### src/rtl/rsp_win_pkg.sv
package rsp_win_pkg;

  // Width of a match counter able to hold MAX+1 hits.
  function automatic int unsigned cnt_bits(input int unsigned max_dly);
    return $clog2(max_dly + 2);
  endfunction

  // True when a delay of d edges lies inside the window [lo:hi].
  function automatic bit in_window(input int unsigned d, input int unsigned lo,
                                   input int unsigned hi);
    return (d >= lo) && (d <= hi);
  endfunction

  typedef enum logic [1:0] {
    VERDICT_NONE = 2'd0,
    VERDICT_PASS = 2'd1,
    VERDICT_FAIL = 2'd2
  } verdict_e;

endpackage

### src/rtl/rsp_win_alloc.sv
// Hands a new request to the lowest-numbered idle slot.
module rsp_win_alloc #(
  parameter int SLOTS = 4
) (
  input  logic             req,
  input  logic [SLOTS-1:0] busy,
  output logic [SLOTS-1:0] grant
);
  always_comb begin
    logic taken;
    taken = 1'b0;
    grant = '0;
    for (int i = 0; i < SLOTS; i++) begin
      if (req && !busy[i] && !taken) begin
        grant[i] = 1'b1;
        taken    = 1'b1;
      end
    end
  end
endmodule

### src/rtl/rsp_win_slot.sv
// One attempt: a vector of pending delay threads plus a hit counter.
// Bit k of the pending vector is the thread due k edges from now.
module rsp_win_slot
  import rsp_win_pkg::*;
#(
  parameter int MIN_DLY = 1,
  parameter int MAX_DLY = 8,
  parameter int CNT_W   = 4
) (
  input  logic             clk,
  input  logic             rst_n,
  input  logic             start,
  input  logic             rsp,
  output logic             busy,
  output logic             resolve,
  output logic [CNT_W-1:0] total
);
  localparam int W = MAX_DLY + 1;

  function automatic logic [W-1:0] window_mask();
    logic [W-1:0] m;
    m = '0;
    for (int k = 0; k < W; k++) begin
      if (in_window(k, MIN_DLY, MAX_DLY)) m[k] = 1'b1;
    end
    return m;
  endfunction

  localparam logic [W-1:0] WIN = window_mask();

  logic [W-1:0]     pend_q;
  logic [W-1:0]     cur;
  logic [W-1:0]     rem;
  logic [CNT_W-1:0] cnt_q;
  logic [CNT_W-1:0] base;
  logic             active;
  logic             due;
  logic             hit;

  assign busy   = |pend_q;
  assign active = start | busy;
  assign cur    = start ? WIN : pend_q;
  assign base   = start ? '0 : cnt_q;
  assign due    = cur[0];
  assign rem    = cur >> 1;
  assign hit    = active & due & rsp;
  assign total  = base + CNT_W'(hit);
  // The last thread (delay MAX) is due when nothing remains after it.
  assign resolve = active & (rem == '0);

  always_ff @(posedge clk) begin
    if (!rst_n) begin
      pend_q <= '0;
      cnt_q  <= '0;
    end else if (resolve) begin
      pend_q <= '0;
      cnt_q  <= '0;
    end else if (active) begin
      pend_q <= rem;
      cnt_q  <= total;
    end
  end
endmodule

### src/rtl/rsp_win_merge.sv
// Selects the result of the slot being judged; at most one per edge.
module rsp_win_merge #(
  parameter int SLOTS = 4,
  parameter int CNT_W = 4
) (
  input  logic [SLOTS-1:0]            resolve,
  input  logic [SLOTS-1:0][CNT_W-1:0] totals,
  output logic                        any_res,
  output logic [CNT_W-1:0]            sel_total
);
  always_comb begin
    sel_total = '0;
    for (int i = 0; i < SLOTS; i++) begin
      if (resolve[i]) sel_total = sel_total | totals[i];
    end
  end
  assign any_res = |resolve;
endmodule

### src/rtl/rsp_win_mon.sv
module rsp_win_mon
  import rsp_win_pkg::*;
#(
  parameter int MIN_DLY = 1,
  parameter int MAX_DLY = 8,
  parameter int SLOTS   = MAX_DLY + 1,
  parameter int CNT_W   = cnt_bits(MAX_DLY)
) (
  input  logic             clk,
  input  logic             rst_n,
  input  logic             req,
  input  logic             rsp,
  output logic             pass,
  output logic             fail,
  output logic             multi_match,
  output logic [CNT_W-1:0] match_cnt
);
  // Named internal events, observed by the bound checker.
  logic [SLOTS-1:0]            slot_busy;
  logic [SLOTS-1:0]            slot_start;
  logic [SLOTS-1:0]            slot_resolve;
  logic [SLOTS-1:0][CNT_W-1:0] slot_total;
  logic                        res_any;
  logic [CNT_W-1:0]            res_total;
  verdict_e                    verdict;

  rsp_win_alloc #(.SLOTS(SLOTS)) u_alloc (
    .req  (req),
    .busy (slot_busy),
    .grant(slot_start)
  );

  for (genvar s = 0; s < SLOTS; s++) begin : g_slot
    rsp_win_slot #(
      .MIN_DLY(MIN_DLY),
      .MAX_DLY(MAX_DLY),
      .CNT_W  (CNT_W)
    ) u_slot (
      .clk    (clk),
      .rst_n  (rst_n),
      .start  (slot_start[s]),
      .rsp    (rsp),
      .busy   (slot_busy[s]),
      .resolve(slot_resolve[s]),
      .total  (slot_total[s])
    );
  end

  rsp_win_merge #(.SLOTS(SLOTS), .CNT_W(CNT_W)) u_merge (
    .resolve  (slot_resolve),
    .totals   (slot_total),
    .any_res  (res_any),
    .sel_total(res_total)
  );

  always_comb begin
    if (!res_any)              verdict = VERDICT_NONE;
    else if (res_total != '0)  verdict = VERDICT_PASS;
    else                       verdict = VERDICT_FAIL;
  end

  always_ff @(posedge clk) begin
    if (!rst_n) begin
      pass        <= 1'b0;
      fail        <= 1'b0;
      multi_match <= 1'b0;
      match_cnt   <= '0;
    end else begin
      pass        <= (verdict == VERDICT_PASS);
      fail        <= (verdict == VERDICT_FAIL);
      multi_match <= (verdict == VERDICT_PASS) && (res_total >= CNT_W'(2));
      match_cnt   <= res_any ? res_total : '0;
    end
  end
endmodule

### config.mk
export PLATFORM = sky130hd
export DESIGN_NAME = rsp_win_mon
export DESIGN_NICKNAME = d
export VERILOG_FILES = /design/src/rtl/rsp_win_pkg.sv /design/src/rtl/rsp_win_alloc.sv /design/src/rtl/rsp_win_slot.sv /design/src/rtl/rsp_win_merge.sv /design/src/rtl/rsp_win_mon.sv
export SDC_FILE = /design/constraint.sdc
export NUM_CORES = 1
export LEC_CHECK = 0
export BUFFER_PORTS_ARGS = -buffer_cell sky130_fd_sc_hd__buf_4
export CAP_MARGIN = 10
export CORE_MARGIN = 3
export CORE_UTILIZATION = 50
export DETAILED_ROUTE_END_ITERATION = 8
export PLACE_DENSITY = 0.66
export SYNTH_ARGS = -nofsm -noshare
export SYNTH_HDL_FRONTEND = slang
export SYNTH_SLANG_ARGS = --single-unit
### constraint.sdc
create_clock -name clk -period 5.57 [get_ports clk]
set_input_delay 0.8355 -clock clk [delete_from_list [all_inputs] [get_ports clk]]
set_output_delay 0.8355 -clock clk [all_outputs]
set_load 0.02 [all_outputs]
==> results.txt, run 1 <==
- The worst hold path belongs to the class reg2reg.
- Final layout net count: 615
* Number of gates resized after cts: 0
- Power after layout: between 3 and 4 mW
- The worst hold path begins at g_slot[4].u_slot.cnt_q[0]$_SDFFE_PP0N_.
* Top cells by count, synth: nor2_1 (123), dfxtp_1 (115), nand2_1 (51), and2_1 (26), o21a_1 (24)
- Post-CTS setup-driven buffer insertion count: 0
- Area of the placeable core: around 9900 µm²
- Entering global routing, the biggest net connects 30 pins.
* Xor and xnor area share after synthesis: about 3.3%
- Number of distinct library cell variants in the gate-level netlist after synthesis: 53
* Max-slew violations: 0
- In the synthesized netlist the async set-or-reset flop fraction comes to 0%.
* Sum of net half-perimeters after detailed placement: a little under 8000 µm
* Via-per-instance ratio: about 5.5
* Post-DR wirelength/cell: ~15 µm
- For hold timing, the worst endpoint is g_slot[4].u_slot.cnt_q[0]$_SDFFE_PP0N_.
- Filler cells: 876
- Number of synthesis warnings: 0
* Instance area after placement: roughly 5300 µm²
- By area, the combinational part of the netlist is dominated by simple AND/OR/NAND/NOR gates.
- Total Negative Setup Slacks: 0 ps
- Number of flops mapped to enable cells by yosys: 0
- The average instance in the mapped netlist occupies roughly 8.8 µm².
- At the pin with the least slew margin, the transition time is 1010 ps.
- Period minus WS final: roughly 3800 ps
- Top FF cell, synth: dfxtp_1
* Fraction of layout cells with a size suffix above 1: between 10% and 20%
- Data arrives at the worst endpoint at approximately 4300 ps.
- Die Y-Extent: around 110 µm
- Total iterations of the first detailed-routing run: 4
- Number of instances in the placed design: slightly above 700
- Global routing used 20.8% of the available tracks.
* Number of cells produced by synthesis: about 580
- Global routing finished with a remaining overflow of 0.
* Dominant cells by area after synthesis: dfxtp_1 (45%), nor2_1 (9.0%), ha_1 (4.4%)
* Die footprint: 11500 µm²
- Final-report setup violation count: 0
- Post-synth design cell area: a little over 5000 µm²
* Simple-gate portion of the synthesized area: 29.9%
- The critical path in this run is classified as reg2reg.
- Mux share of post-synthesis cell area: under 10%
* Register-to-register setup slack: approximately 1800 ps
- Share of the synthesized area in the top cell type: about 45%
- The clock passes through at most 2 buffers.
* Die Span X: about 110 µm
* Most frequent cell after synthesis: nor2_1
* Initial drt markers: roughly 160
- Total number of placement rows: 36
- The cell sitting at the root of the clock tree is a clkbuf_8.
* Antenna Cells: 0
* Critical Path End Type: flip-flop
* Maximum net fanout on the critical path: 9
- The number of antenna violations at the first check in global routing was 0.
- In this run, synthesis produced a sequential element count of between 100 and 150.
- TritonCTS clock tree: yes
* Worst endpoint required time: approximately 6000 ps
- CTS clk-pin slew, worst paths: ~50 ps
- Reg-to-reg startpoint: g_slot[0].u_slot.pend_q[2]$_SDFFE_PP0N_
- The synthesized netlist devotes under 10% of its cell area to adder and majority cells.
* Synthesis-to-finish area growth: 14.5%
- Hold bufs inserted after CTS: 0
- In this run the tightest slew margin relative to its limit is around a third.
- The worst setup path is launched from a flip-flop.
- The finished layout holds ~740 standard cells, fillers aside.
* Area occupied by registers: roughly 2300 µm²
- TritonCTS sink count: around 120
- After synthesis, flip-flops and latches occupy a little under half of the total area.
- The final critical path takes up 68.1% of the cycle.
- Initial cell density of the core: between 50 and 60%
* Total number of vias: slightly above 4000
* Post-Route WL: roughly 11000 µm
- Max frequency: 0.264 GHz
- Number of antenna-violating nets in the routed design: 0
* Number of global-route vias before repair: ~4000
- Cells on worst reg2reg path: 10
- The endpoint identified for the worst register-to-register timing path is fail$_SDFF_PN0_.
- Clk_skew: roughly 8.4 ps
- Multi-input combinational cell area: approximately 2700 µm²
- The H-tree was split into 4 levels.
- Compound-gate portion of the synthesized area: 13.3%
* Global-route wire length before repair: about 19000 µm
- In the routed design, unresolved DRC markers number 0.
- Max-cap violations in this run came to 0.
* IO Count: 11
* Finished Cell Area: roughly 6000 µm²
- Setup repair after global routing left no endpoint under its margin.
- Summed over all cells, the static leakage comes to about 2.3 nW.
- Cell type with the largest total area after synthesis: dfxtp_1
- Final Wtd Congestion: between 0.8 and 0.9
- Run status: completed
- The worst-case IR drop observed on VDD is 0.417 mV.
- Final Hold Violating Endpoints: 0
- Port-buffer cells: 10
- Clk_lat worst skew: around 520 ps
- Net count of the mapped netlist: around 600
- Power spread over the standard cell area amounts to between 500 and 600 nW/µm².
- The worst hold path was traced through 2 stages.
- Clock buffers created by TritonCTS: 17
==> placed cells by master, fill, tap and decap left out, drive strengths merged, types with 2 or more instances in the layout <==
| master | count |
|---|---|
| nand3 | 22 |
| o31ai | 5 |
| or4 | 4 |
| o211ai | 6 |
| o21a | 25 |
| nor3 | 9 |
| dfxtp | 115 |
| a31oi | 5 |
| clkinvlp | 3 |
| a2111oi | 4 |
| mux2i | 9 |
| nand4 | 2 |
| xnor2 | 11 |
| and3 | 5 |
| buf | 12 |
| nand4b | 4 |
| clkbuf | 24 |
| nor2 | 124 |
| and4b | 3 |
| o22ai | 8 |
| or3 | 2 |
| a21oi | 20 |
| a22oi | 2 |
| and2 | 27 |
| xor2 | 8 |
| nor4b | 8 |
| clkinv | 4 |
| a22o | 3 |
| nor2b | 20 |
| nand2 | 52 |
| o21ai | 12 |
| inv | 6 |
| ha | 18 |
| nor4 | 15 |
==> layout make-up <==
cell class / count / area share [%]
clock buffer: 24 / 8.72
tap: 133 / 2.84
clock inverter: 8 / 1.24
inverter: 6 / 0.385
sequential: 115 / 39.3
multi-input combinational: 441 / 46.0
timing repair buffer: 12 / 1.50
==> registers in the layout, summed over array words and instances (netlist names) <==
signal and flops:
fail 1, g_slot.u_slot.cnt_q 36, g_slot.u_slot.pend_q 72, match_cnt 4
multi_match 1, pass 1
==> worst max-delay path: stages, from the launching register on <==
cell,delay [ps]
dfxtp_1,330
or4_1,700
nor3_1,870
nor2b_1,110
ha_1,240
ha_1,300
nand3_1,110
o2111ai_1,220
nor4b_1,380
and4bb_2,300
and4b_1,190
==> cell families (layout without fill, tap and decap cells) <==
kind of cell               count (synthesis)  after routing
AOI/OAI and AO/OA                         94             94
DFF                                      115            115
buffers and inverters                     23             50
xor gates and xnor gates                  19             19
muxes                                      9              9
adders and majority gates                 18             18
and+or+nand+nor                          301            301
==> through the flow <==
stage	hold WS, ps	util, %	worst slack, ps
floorplan	427	-	2320
global placement	435	53.4	1670
finish	449	59.3	1780
detailed placement	442	53.4	1570
global route	468	59.3	1520
CTS	449	59.3	1840
==> worst max path at each step <==
stage	start	end	slack [ps]	depth (start not counted)
final	g_slot[0].u_slot.pend_q[2]$_SDFFE_PP0N_	fail$_SDFF_PN0_	1780	10
after floorplan	req	fail$_SDFF_PN0_	2320	11
after global placement	req	fail$_SDFF_PN0_	1670	11
after global routing	g_slot[0].u_slot.pend_q[2]$_SDFFE_PP0N_	fail$_SDFF_PN0_	1520	11
after detailed placement	req	fail$_SDFF_PN0_	1570	11
after CTS	g_slot[0].u_slot.pend_q[2]$_SDFFE_PP0N_	fail$_SDFF_PN0_	1840	11
==> layer usage <==
layer / wire, µm / share of wire (%) / GRT usage, % / vias up
met5: 0 / 0 / 0 / -
met2: 5080 / 47 / 33.7 / 52
met1: 5070 / 47 / 25.6 / 1903
met3: 403 / 3.7 / 6.38 / 21
met4: 235 / 2.2 / 9.04 / 0
li1: - / - / - / 2071
==> power breakdown <==
part           internal, mW  switching, mW  leakage [nW]
registers             0.960         0.0823         0.930
logic                 0.347          0.795          1.12
clock network         0.670          0.364         0.285
total                  1.98           1.24          2.34
No activity file was read; power rests on OpenSTA's default activity.
==> run 2, diff against run 1 <==
--- a/config.mk
+++ b/config.mk
@@ -10,7 +10,7 @@
 export CORE_MARGIN = 3
 export CORE_UTILIZATION = 50
 export DETAILED_ROUTE_END_ITERATION = 8
-export PLACE_DENSITY = 0.66
+export PLACE_DENSITY = 0.68
 export SYNTH_ARGS = -nofsm -noshare
 export SYNTH_HDL_FRONTEND = slang
 export SYNTH_SLANG_ARGS = --single-unit
==> constraint.sdc (replaced) <==
create_clock -name clk -period 3.2 [get_ports clk]
set_input_delay 0.48 -clock clk [delete_from_list [all_inputs] [get_ports clk]]
set_output_delay 0.48 -clock clk [all_outputs]
set_load 0.02 [all_outputs]
==> results.txt, run 2 (same netlist as run 1, synthesis figures left out) <==
- Critical Path End Type: flip-flop
- Instance area after placement: between 5000 and 6000 µm²
* Post-DR wirelength/cell: roughly 15 µm
- In the layout the commonest cells are nor2_1 (122), dfxtp_1 (115), nand2_1 (51).
- Sum of net half-perimeters after detailed placement: 8410 µm
- The via count of the first global-routing pass came to ~4200.
- For the pin with the worst max-slew slack, the measured transition is about 620 ps.
* Global-route wire length before repair: slightly below 20000 µm
- Crit path to: fail$_SDFF_PN0_
- Cells on worst reg2reg path: 12
- Area occupied by registers: roughly 2300 µm²
* Final layout net count: 652
* Biggest regs: g_slot.u_slot.pend_q: 72 flops, g_slot.u_slot.cnt_q: 36 flops, match_cnt: 4 flops
* Normalized max-slew margin: between 50% and 60%
- Counting the fill cells in the layout gives ~830.
- Initial cell density of the core: between 50% and 60%
- Setup slack on the worst reg-to-reg path comes out at 120 ps.
* Unrepaired setup endpoints after global routing: false
- The min-delay analysis places its worst path in the category in2reg.
- Compared with the post-synthesis result, the final layout area differs by 21.4%.
- In the routed design, unresolved DRC markers number 0.
- Pin count of the biggest net entering global routing: 30
- Clk_skew: approximately 13 ps
- Final period utilization: around 96%
- Max FFs per register: between 70 and 80
* Start point of the critical path: g_slot[0].u_slot.pend_q[2]$_SDFFE_PP0N_
- Area of the placeable core: about 9900 µm²
- R2R Path End: fail$_SDFF_PN0_
* Critical path start-end classification: reg2reg
- Die Span X: between 100 and 150 µm
- g_slot.u_slot.pend_q holds more flip-flops than any other register.
- 11 I/O pins were placed.
* Leak: roughly 2.5 nW
- Maximum net fanout on the critical path: 3
* Final cell count without fillers: 773
- Power density over the cells: between 1000 and 1500 nW/µm²
- Finished Cell Area: 6200 µm²
- Run status: completed
* Number of antenna-violating nets in the routed design: 0
- The first detailed-routing pass ran for 4 iterations.
* CTS clk-pin slew, worst paths: approximately 50 ps
* Clock buffers created by TritonCTS: 17
- Number of buffers on the longest clock path: 2
- Max-cap viol count: 0
- CP Data Arrival Time: between 3000 and 4000 ps
- The first routing iteration left 255 violations.
- Hold bufs inserted after CTS: 0
* Antenna Cells: 0
* Total overflow reported by the global router: 0
- Gr usage total: between 20 and 25%
- The startpoint identified for the worst register-to-register timing path is g_slot[0].u_slot.pend_q[2]$_SDFFE_PP0N_.
* Via-per-instance ratio: about 5.5
- Worst voltage drop across the vdd grid: 0.724 mV
- Final Hold Violating Endpoints: 0
* Final Wtd Congestion: 0.880
- Number of instances in the placed design: ~740
* Clock tree root buffer cell: clkbuf_8
* Die footprint: around 11000 µm²
- Die Y-Extent: around 110 µm
* Worst endpoint required time: between 3000 and 4000 ps
- Setup violations remaining at the end of the flow were counted as 0.
- Total Negative Setup Slacks: 0 ps
* H-tree level count: 4
- Clk_lat worst skew: ~540 ps
* Startpoint type of the worst setup path: flip-flop
* Max frequency: 0.325 GHz
- Most common cell after layout, fill and taps aside: nor2_1
* Period minus WS final: 3080 ps
- After detailed routing, the total wire length is 11700 µm.
- Total number of vias: roughly 4300
- Of the cells placed in the final design, the portion with a size suffix greater than 1 is between 10% and 20%.
* Dpl ws: -136 ps
- In this run the tool buffered the top-level ports with 10 buffer cells.
- After layout, the worst setup slack is between 100 and 150 ps.
* Multi-input combinational cell area: approximately 2800 µm²
- In this run the core area contains 36 standard-cell rows.
- Number of antenna violations at the first check in global routing: 0
- TritonCTS built the clock tree.
- The number of max-slew violations in the final report was 0.
- TritonCTS sink count: 115
## run 2: cell count changes in the layout (fill, tap and decap cells not counted), sizes merged
cell / before / now
bufinv: 1 / 2
clkinv: 4 / 3
buf: 12 / 49
clkinvlp: 3 / 0
## run 2: metrics by stage
| stage | util [%] | hold WS [ps] | total power, mW |
|---|---|---|---|
| 2_1_floorplan | - | 427 | 3.41 |
| 3_3_place_gp | 55.7 | 434 | 4.20 |
| 3_5_place_dp | 55.7 | 449 | 4.23 |
| 4_1_cts | 61.6 | 267 | 6.09 |
| 5_1_grt | 62.9 | 287 | 6.64 |
| 6_report | 62.9 | 284 | 6.25 |
## run 2: final cells by class
class,instances,area share [%]
Clock buffer,24,7.90
Inverter,6,0.363
Clock inverter,5,1.21
Tap cell,133,2.68
Timing Repair Buffer,49,6.13
Multi-Input combinational cell,441,44.6
Sequential cell,115,37.1
## run 2: power by group
part	internal [mW]	switching, mW	leakage [nW]	total (mW)
clock network	1.19	0.617	0.283	1.81
logic	1.09	1.53	1.33	2.61
registers	1.67	0.154	0.930	1.83
## run 2: critical path: stages, from the launching register on
cell and delay [ps]:
dfxtp_1 320, or4_4 540, o21a_4 250, nand2_1 120
nor2_1 90, nor2b_1 130, ha_1 180, ha_1 240
nand3_1 120, o2111ai_1 220, nor4b_4 290, and4bb_2 300
and4b_1 210
## run 2: worst min-delay path by stage
stage,from,end,slack (ps),cells after the start
6_report,req,g_slot[0].u_slot.pend_q[7]$_SDFFE_PP0N_,280,3
5_1_grt,req,g_slot[0].u_slot.pend_q[7]$_SDFFE_PP0N_,290,3
4_1_cts,req,g_slot[0].u_slot.pend_q[7]$_SDFFE_PP0N_,270,3
3_5_place_dp,g_slot[4].u_slot.cnt_q[0]$_SDFFE_PP0N_,g_slot[4].u_slot.cnt_q[0]$_SDFFE_PP0N_,450,2
3_3_place_gp,g_slot[4].u_slot.cnt_q[0]$_SDFFE_PP0N_,g_slot[4].u_slot.cnt_q[0]$_SDFFE_PP0N_,430,2
2_1_floorplan,g_slot[2].u_slot.cnt_q[0]$_SDFFE_PP0N_,g_slot[2].u_slot.cnt_q[0]$_SDFFE_PP0N_,430,2
## run 2: per-layer routing
metal  vias up  GRT usage, %  share of wire [%]
met5         -             0                  0
met1      2025          27.4                 46
met3        31          6.32                4.1
li1       2135             -                  -
met2        75          34.5                 47
met4         0          11.1                2.9
## run 2: what timing repair did
item | CTS | global route
setup buffers | 0 | 7
pin swaps | 0 | 4
gates resized for setup | 3 | 12
gates cloned | 0 | 0
endpoints found under the setup margin | 3 | 3
